### src/rtl/rseq_pkg.sv
`timescale 1ns/1ps
package rseq_pkg;

  typedef enum logic [2:0] {
    ST_OFF,
    ST_WAIT_PG,
    ST_UP_DLY,
    ST_ON,
    ST_DN_DLY
  } seq_st_t;

  typedef enum logic [1:0] {
    M_SIM,
    M_A_FIRST,
    M_B_FIRST
  } seq_mode_t;

  localparam logic [1:0] STAT_OFF  = 2'd0;
  localparam logic [1:0] STAT_RISE = 2'd1;
  localparam logic [1:0] STAT_ON   = 2'd2;
  localparam logic [1:0] STAT_FALL = 2'd3;

  function automatic logic [1:0] status_code(seq_st_t s);
    case (s)
      ST_WAIT_PG, ST_UP_DLY: status_code = STAT_RISE;
      ST_ON:                 status_code = STAT_ON;
      ST_DN_DLY:             status_code = STAT_FALL;
      default:               status_code = STAT_OFF;
    endcase
  endfunction

  // Rail to drop first on shutdown: first-on rail when order is 0, the other when 1.
  function automatic logic drop_a_first(seq_mode_t m, logic order_last);
    drop_a_first = (m == M_A_FIRST) ^ order_last;
  endfunction

endpackage

### src/rtl/rseq_sync.sv
`timescale 1ns/1ps
module rseq_sync #(
  parameter int W = 3
) (
  input  logic         clk,
  input  logic         rst_n,
  input  logic [W-1:0] din,
  output logic [W-1:0] dout
);

  genvar i;
  for (i = 0; i < W; i++) begin : g_bit
    logic st1, st2;
    always_ff @(posedge clk or negedge rst_n) begin
      if (!rst_n) begin
        st1 <= 1'b0;
        st2 <= 1'b0;
      end else begin
        st1 <= din[i];
        st2 <= st1;
      end
    end
    assign dout[i] = st2;
  end

endmodule

### src/rtl/rseq_uvlo.sv
`timescale 1ns/1ps
module rseq_uvlo #(
  parameter int LVL_W   = 8,
  parameter int ON_LVL  = 200,
  parameter int OFF_LVL = 190
) (
  input  logic             clk,
  input  logic             rst_n,
  input  logic [LVL_W-1:0] lvl,
  output logic             ok
);

  localparam logic [LVL_W-1:0] ON_L  = LVL_W'(ON_LVL);
  localparam logic [LVL_W-1:0] OFF_L = LVL_W'(OFF_LVL);

  function automatic logic gate_next(logic cur, logic [LVL_W-1:0] v);
    if (cur) gate_next = (v >= OFF_L);
    else     gate_next = (v >= ON_L);
  endfunction

  logic ok_q;
  always_ff @(posedge clk or negedge rst_n) begin
    if (!rst_n) ok_q <= 1'b0;
    else        ok_q <= gate_next(ok_q, lvl);
  end
  assign ok = ok_q;

  // inside the hysteresis band an open gate stays open
  a_r10_band_holds: assert property (@(posedge clk) disable iff (!rst_n)
    (ok_q && lvl >= OFF_L) |=> ok_q);
  // below the lower threshold the gate closes on the next edge
  a_r10_trip_low: assert property (@(posedge clk) disable iff (!rst_n)
    (lvl < OFF_L) |=> !ok_q);
  // a closed gate opens only at or above the upper threshold
  a_r10_open_high: assert property (@(posedge clk) disable iff (!rst_n)
    $rose(ok_q) |-> ($past(lvl) >= ON_L));

endmodule

### src/rtl/rseq_timer.sv
`timescale 1ns/1ps
module rseq_timer #(
  parameter int CNT_W = 7
) (
  input  logic             clk,
  input  logic             rst_n,
  input  logic             load,
  input  logic [CNT_W-1:0] load_val,
  input  logic             dec,
  output logic             last
);

  logic [CNT_W-1:0] cnt_q;

  always_ff @(posedge clk or negedge rst_n) begin
    if (!rst_n)                        cnt_q <= '0;
    else if (load)                     cnt_q <= load_val;
    else if (dec && cnt_q != '0)       cnt_q <= cnt_q - 1'b1;
  end

  assign last = (cnt_q == CNT_W'(1));

endmodule

### src/rtl/rail_seq_ctrl.sv
`timescale 1ns/1ps
module rail_seq_ctrl
  import rseq_pkg::*;
#(
  parameter int LVL_W    = 8,
  parameter int UV_ON    = 200,
  parameter int UV_OFF   = 190,
  parameter int DLY_W    = 4,
  parameter int UNIT_CYC = 4
) (
  input  logic             clk,
  input  logic             rst_n,
  input  logic             pin_a,
  input  logic             pin_b,
  input  logic             pin_order,
  input  logic [DLY_W-1:0] dly_set,
  input  logic [LVL_W-1:0] supply_lvl,
  input  logic             pg_a,
  input  logic             pg_b,
  input  logic             ss_done_a,
  output logic             rail_a_en,
  output logic             rail_b_en,
  output logic             b_src_main,
  output logic [1:0]       seq_status
);

  localparam int CNT_W = DLY_W + $clog2(UNIT_CYC + 1);

  function automatic logic [CNT_W-1:0] delay_len(logic [DLY_W-1:0] s);
    delay_len = CNT_W'(s) * CNT_W'(UNIT_CYC);
  endfunction

  // ---- synchronized straps and supply gate ----
  logic [2:0] straps_s;
  logic s_a, s_b, s_ord, uv_ok;

  rseq_sync #(.W(3)) u_sync (
    .clk (clk), .rst_n (rst_n),
    .din ({pin_order, pin_b, pin_a}),
    .dout(straps_s)
  );
  assign s_a   = straps_s[0];
  assign s_b   = straps_s[1];
  assign s_ord = straps_s[2];

  rseq_uvlo #(.LVL_W(LVL_W), .ON_LVL(UV_ON), .OFF_LVL(UV_OFF)) u_uvlo (
    .clk (clk), .rst_n (rst_n), .lvl (supply_lvl), .ok (uv_ok)
  );

  // ---- state ----
  seq_st_t          st_q, st_n;
  seq_mode_t        mode_q, mode_n;
  logic             ord_q, ord_n;
  logic [CNT_W-1:0] dly_q, dly_n;
  logic             en_a_q, en_a_n, en_b_q, en_b_n, src_q;

  // ---- named events ----
  logic start_req, req_live, pg_first, drop_a;
  logic t_load, t_dec, t_last;

  assign start_req = s_a | s_b;
  assign req_live  = (mode_q == M_SIM)     ? (s_a & s_b) :
                     (mode_q == M_A_FIRST) ? s_a : s_b;
  assign pg_first  = (mode_q == M_A_FIRST) ? pg_a : pg_b;
  assign drop_a    = drop_a_first(mode_q, ord_q);

  rseq_timer #(.CNT_W(CNT_W)) u_timer (
    .clk (clk), .rst_n (rst_n),
    .load (t_load), .load_val (dly_q), .dec (t_dec), .last (t_last)
  );

  always_comb begin
    st_n   = st_q;
    mode_n = mode_q;
    ord_n  = ord_q;
    dly_n  = dly_q;
    en_a_n = en_a_q;
    en_b_n = en_b_q;
    t_load = 1'b0;
    t_dec  = 1'b0;
    case (st_q)
      ST_OFF: begin
        if (start_req && uv_ok) begin
          ord_n = s_ord;
          dly_n = delay_len(dly_set);
          if (s_a && s_b) begin
            mode_n = M_SIM;
            en_a_n = 1'b1;
            en_b_n = 1'b1;
            st_n   = ST_ON;
          end else begin
            mode_n = s_a ? M_A_FIRST : M_B_FIRST;
            en_a_n = s_a;
            en_b_n = s_b;
            st_n   = ST_WAIT_PG;
          end
        end
      end
      ST_WAIT_PG: begin
        if (!req_live) begin
          en_a_n = 1'b0;
          en_b_n = 1'b0;
          st_n   = ST_OFF;
        end else if (pg_first) begin
          if (dly_q == '0) begin
            en_a_n = 1'b1;
            en_b_n = 1'b1;
            st_n   = ST_ON;
          end else begin
            t_load = 1'b1;
            st_n   = ST_UP_DLY;
          end
        end
      end
      ST_UP_DLY: begin
        if (!req_live) begin
          en_a_n = 1'b0;
          en_b_n = 1'b0;
          st_n   = ST_OFF;
        end else if (t_last) begin
          en_a_n = 1'b1;
          en_b_n = 1'b1;
          st_n   = ST_ON;
        end else begin
          t_dec = 1'b1;
        end
      end
      ST_ON: begin
        if (!req_live) begin
          if (mode_q == M_SIM || dly_q == '0) begin
            en_a_n = 1'b0;
            en_b_n = 1'b0;
            st_n   = ST_OFF;
          end else begin
            en_a_n = !drop_a;
            en_b_n = drop_a;
            t_load = 1'b1;
            st_n   = ST_DN_DLY;
          end
        end
      end
      ST_DN_DLY: begin
        if (t_last) begin
          en_a_n = 1'b0;
          en_b_n = 1'b0;
          st_n   = ST_OFF;
        end else begin
          t_dec = 1'b1;
        end
      end
      default: begin
        en_a_n = 1'b0;
        en_b_n = 1'b0;
        st_n   = ST_OFF;
      end
    endcase
    if (!uv_ok) begin
      en_a_n = 1'b0;
      en_b_n = 1'b0;
      st_n   = ST_OFF;
    end
  end

  always_ff @(posedge clk or negedge rst_n) begin
    if (!rst_n) begin
      st_q   <= ST_OFF;
      mode_q <= M_SIM;
      ord_q  <= 1'b0;
      dly_q  <= '0;
      en_a_q <= 1'b0;
      en_b_q <= 1'b0;
      src_q  <= 1'b0;
    end else begin
      st_q   <= st_n;
      mode_q <= mode_n;
      ord_q  <= ord_n;
      dly_q  <= dly_n;
      en_a_q <= en_a_n;
      en_b_q <= en_b_n;
      src_q  <= en_a_q & ss_done_a;
    end
  end

  assign rail_a_en  = en_a_q;
  assign rail_b_en  = en_b_q;
  assign b_src_main = src_q;
  assign seq_status = status_code(st_q);

  // ---- assertions ----
  // the off status never coexists with an enabled rail
  a_r2_off_quiet: assert property (@(posedge clk) disable iff (!rst_n)
    (seq_status == STAT_OFF) |-> (!rail_a_en && !rail_b_en));
  // during power-up exactly one rail is enabled
  a_r4_one_rising: assert property (@(posedge clk) disable iff (!rst_n)
    (seq_status == STAT_RISE) |-> $onehot({rail_a_en, rail_b_en}));
  // on status means both rails are enabled
  a_r3_on_both: assert property (@(posedge clk) disable iff (!rst_n)
    (seq_status == STAT_ON) |-> (rail_a_en && rail_b_en));
  // during power-down exactly one rail remains
  a_r5_one_falling: assert property (@(posedge clk) disable iff (!rst_n)
    (seq_status == STAT_FALL) |-> $onehot({rail_a_en, rail_b_en}));
  // rail B takes rail A's output only after A was on and soft-started
  a_r9_src_after_ss: assert property (@(posedge clk) disable iff (!rst_n)
    b_src_main |-> $past(rail_a_en && ss_done_a));
  // a closed supply gate clears both enables on the next edge
  a_r10_lockout: assert property (@(posedge clk) disable iff (!rst_n)
    !uv_ok |=> (!rail_a_en && !rail_b_en));

endmodule

### config.mk
export PLATFORM = sky130hd
export DESIGN_NAME = rail_seq_ctrl
export DESIGN_NICKNAME = d
export VERILOG_FILES = /design/src/rtl/rseq_pkg.sv /design/src/rtl/rseq_sync.sv /design/src/rtl/rseq_uvlo.sv /design/src/rtl/rseq_timer.sv /design/src/rtl/rail_seq_ctrl.sv
export SDC_FILE = /design/constraint.sdc
export NUM_CORES = 1
export LEC_CHECK = 0
export BUFFER_PORTS_ARGS = -buffer_cell sky130_fd_sc_hd__buf_2
export CAP_MARGIN = 5
export CORE_ASPECT_RATIO = 0.5
export CORE_MARGIN = 4
export CORE_UTILIZATION = 45
export DETAILED_ROUTE_END_ITERATION = 7
export GPL_ROUTABILITY_DRIVEN = 1
export PLACE_DENSITY = 0.66
export SETUP_SLACK_MARGIN = 0.5
export SLEW_MARGIN = 25
export SYNTH_ARGS = -nofsm -noshare
export SYNTH_HDL_FRONTEND = slang
export SYNTH_SLANG_ARGS = --single-unit
### constraint.sdc
create_clock -name clk -period 2.4 [get_ports clk]
set_input_delay 0.24 -clock clk [delete_from_list [all_inputs] [get_ports clk]]
set_output_delay 0.24 -clock clk [all_outputs]
set_load 0.01 [all_outputs]
==> impl_metrics.py <==
metrics = {
    "cells_and_area": {
        "drive_gt1_share_pct": 33.9,
        "multi_input_area_sq_um": 833,
        "final_nets": 213,
        "fin_util_pct": 59.2,
        "antenna_cells": 0,
        "instances_no_fill": 229,
        "syn2layout_area_growth_pct": 20.6,
        "regArea_sq_um": 678,
        "nFillCells": 263,
    },
    "worst_setup_path": {
        "crit_path_start_kind": "register",
        "crit_fanout": 3,
        "cp.required_ns": 2.60,
        "crit_type": "reg -> reg",
        "cp-end-kind": "register",
        "critPathArrivalTime_ns": 2.10,
    },
    "cts": {
        "clock-sinks": 27,
        "clk_pin_slew_ns": 0.09,
        "h-tree-depth": 1,
        "clock_path_buffers": 2,
        "cts-root-buf": "clkbuf_8",
        "cts_tree": "built",
        "cts_made_buffers": 3,
        "clk_latency_ns": 0.27,
    },
    "pwr": {
        "p_leak_nw": 0.805,
        "power_mw": 1.52,
        "combPwrFrac_pct": 39.5,
        "p_int_mw": 0.981,
        "vdd_ir_drop_max_uv": 308,
        "p_per_area_nw_per_um2": 821,
        "p_switching_mw": 0.542,
        "seq_power_share_pct": 43.6,
        "pwr-share-clk_pct": 16.9,
        "switching_share_pct": 35.6,
    },
    "synth": {
        "syn_area_per_cell_sq_um": 10.1,
        "syn_area_sq_um": 1540,
        "ys.flop_type": "dfrtp_1",
        "synth_edf_count": 0,
        "ys_async_sr_fraction_pct": 100,
        "seq_area_frac_synth_pct": 43.9,
        "syn_nets": 175,
        "ys_ff_latch": 27,
        "syn_inst": 152,
        "ys_warn_count": 0,
        "synth_cell_types": 47,
    },
    "place": {
        "dp.cells": 215,
        "portBuffers": 23,
        "place_hpwl_mm": 2.31,
        "gp_congestion": 0.763,
    },
    "timing": {
        "relSlewSlack_pct": 59.3,
        "finClkSkew_ns": 0.00224,
        "max_freq_mhz": 525,
        "post-route-min-period_ns": 1.90,
        "finalSetupViolCount": 0,
        "worst_pin_slew_ns": 0.610,
        "drv_slew": 0,
        "hold_viol": 0,
        "whs_ns": 0.0650,
        "tns_ns": 0,
        "min_period_over_period_pct": 79.3,
        "grt_setup_unrepaired": "yes",
    },
    "global_routing": {
        "grt_use_met3_pct": 4.01,
        "grt_max_degree": 28,
        "grtUsageTotal_pct": 15.1,
        "grt_pass1_wl_mm": 5.42,
        "grt_use_met1_pct": 20.1,
        "grt_use_met2_pct": 24.3,
        "grt.busiest_layer": "met2",
        "overflow": 0,
        "grt_pass1_vias": 1175,
        "antenna_found_initial": 0,
    },
    "run": {
        "drv_cap": 0,
    },
    "detailed_routing": {
        "drt_iter0_drc": 45,
        "dr_total_vias": 1295,
        "antenna_left": 0,
        "vias_per_cell": 5.66,
        "drtPass1Iterations": 4,
        "wire_per_inst_um": 14.1,
        "wl_mm": 3.24,
        "drc_errors": 0,
    },
    "floorplanning": {
        "rows": 14,
        "start_util_pct": 49.1,
        "die_h_um": 49.4,
        "die-area_sq_um": 4480,
        "die_x_um": 90.7,
        "coreArea_sq_um": 3140,
        "boundaryPins": 25,
    },
    "min_path": {
        "hold_path.class": "in -> reg",
    },
    "run_status": {
        "status": "finished clean",
    },
}
through the flow:
step	setup slack, ns	cell area [sq um]
floorplan	0.604	1540
global placement	0.429	1690
detailed placement	0.453	1690
CTS	0.507	1770
global route	0.388	1860
finish	0.496	1860
power by group through the flow:
stage,combinational [mW],clock (mW),sequential (mW)
floorplan,0.386,0,0.648
global placement,0.470,0,0.674
detailed placement,0.491,0,0.677
CTS,0.537,0.264,0.658
global route,0.666,0.291,0.679
finish,0.602,0.257,0.664
critical path, cell delays in order, from the launching register on:
cell and delay (ns):
dfrtp_1 0.41, or4_4 0.56, o41ai_2 0.21, a211o_2 0.18
nor3b_4 0.25, mux2i_1 0.22
cell usage after synthesis (3+ instances only):
| cell type | count | area (sq um) |
|---|---|---|
| a21oi_1 | 8 | 40.0 |
| dfrtp_1 | 27 | 676 |
| ha_1 | 3 | 37.5 |
| inv_1 | 9 | 33.8 |
| mux2_2 | 5 | 56.3 |
| mux2i_1 | 4 | 40.0 |
| nand2_1 | 16 | 60.1 |
| nand3_1 | 3 | 15.0 |
| nor2_1 | 13 | 48.8 |
| nor2b_1 | 3 | 18.8 |
| o21ai_0 | 7 | 35.0 |
| o221ai_1 | 3 | 26.3 |
| o22ai_1 | 5 | 31.3 |
| o31ai_1 | 3 | 22.5 |
| xnor2_1 | 5 | 43.8 |
registers in the layout, summed over array words and instances, names as in the netlist:
| register | cells |
|---|---|
| ord_q | 1 |
| u_sync.g_bit.st2 | 3 |
| rail_a_en | 1 |
| rail_b_en | 1 |
| u_uvlo.ok | 1 |
| st_q | 3 |
| u_sync.g_bit.st1 | 3 |
| mode_q | 2 |
| dly_q | 4 |
| b_src_main | 1 |
| u_timer.cnt_q | 7 |
layer usage:
metal  up-vias  wire length (um)
li1        628                 -
met1       624              1560
met2        34              1450
met3         9               157
met4         0                65
met5         -                 0
what timing repair did:
item / 4_1_cts / 5_1_grt
setup buffers: 3 / 6
gates resized for setup: 2 / 8
setup endpoints to repair: 7 / 15
hold buffers: 1 / 0
cloned: 0 / 0
pin swaps: 1 / 1
endpoints found under the hold margin: 27 / 0
placed cells by master (no fill, tap or decap), drive strengths merged, types with 3 or more instances in the layout:
master  Yosys  layout
clkbuf      1       4
nor2       13      13
nand3       3       3
a21oi       8       8
nand2      16      16
o21ai      10      10
xnor2       5       5
mux2        5       5
ha          3       3
o31ai       3       3
o22ai       5       5
nor2b       3       3
o221ai      3       3
dfrtp      27      27
buf         1      35
inv         9       9
mux2i       4       4
kinds of logic (layout without fill, tap and decap cells):
logic type                 count (synthesis)  count (layout)  share of synthesized area, %
DFF                                       27              27                          43.9
xor gates and xnor gates                   7               7                          3.98
buffers and inverters                     12              49                          4.55
muxes                                      9               9                          6.26
adders and majority gates                  3               3                          2.44
and+or+nand+nor                           51              51                          18.9
AOI/OAI and AO/OA                         43              43                          20.0
final timing paths:
path	start	to	slack, ns	cells after the start
min	pin_order	u_sync.g_bit[2].st1	0.06	1
max	u_timer.cnt_q[2]	rail_b_en	0.50	5
max reg2reg	u_timer.cnt_q[2]	rail_b_en	0.50	5
min reg2reg	u_sync.g_bit[1].st1	u_sync.g_bit[1].st2	0.35	0
min in group asynchronous	rst_n	dly_q[5]	0.50	2
max in group asynchronous	rst_n	st_q[1]	1.46	2
cell type report:
| cell class | instances | share of cell area (%) |
|---|---|---|
| Clock buffer | 4 | 2.43 |
| Inverter | 9 | 1.82 |
| Multi-Input combinational cell | 113 | 44.9 |
| Sequential cell | 27 | 36.5 |
| Tap cell | 40 | 2.70 |
| Timing Repair Buffer | 36 | 11.6 |
Power figures use the tool's default switching activity.
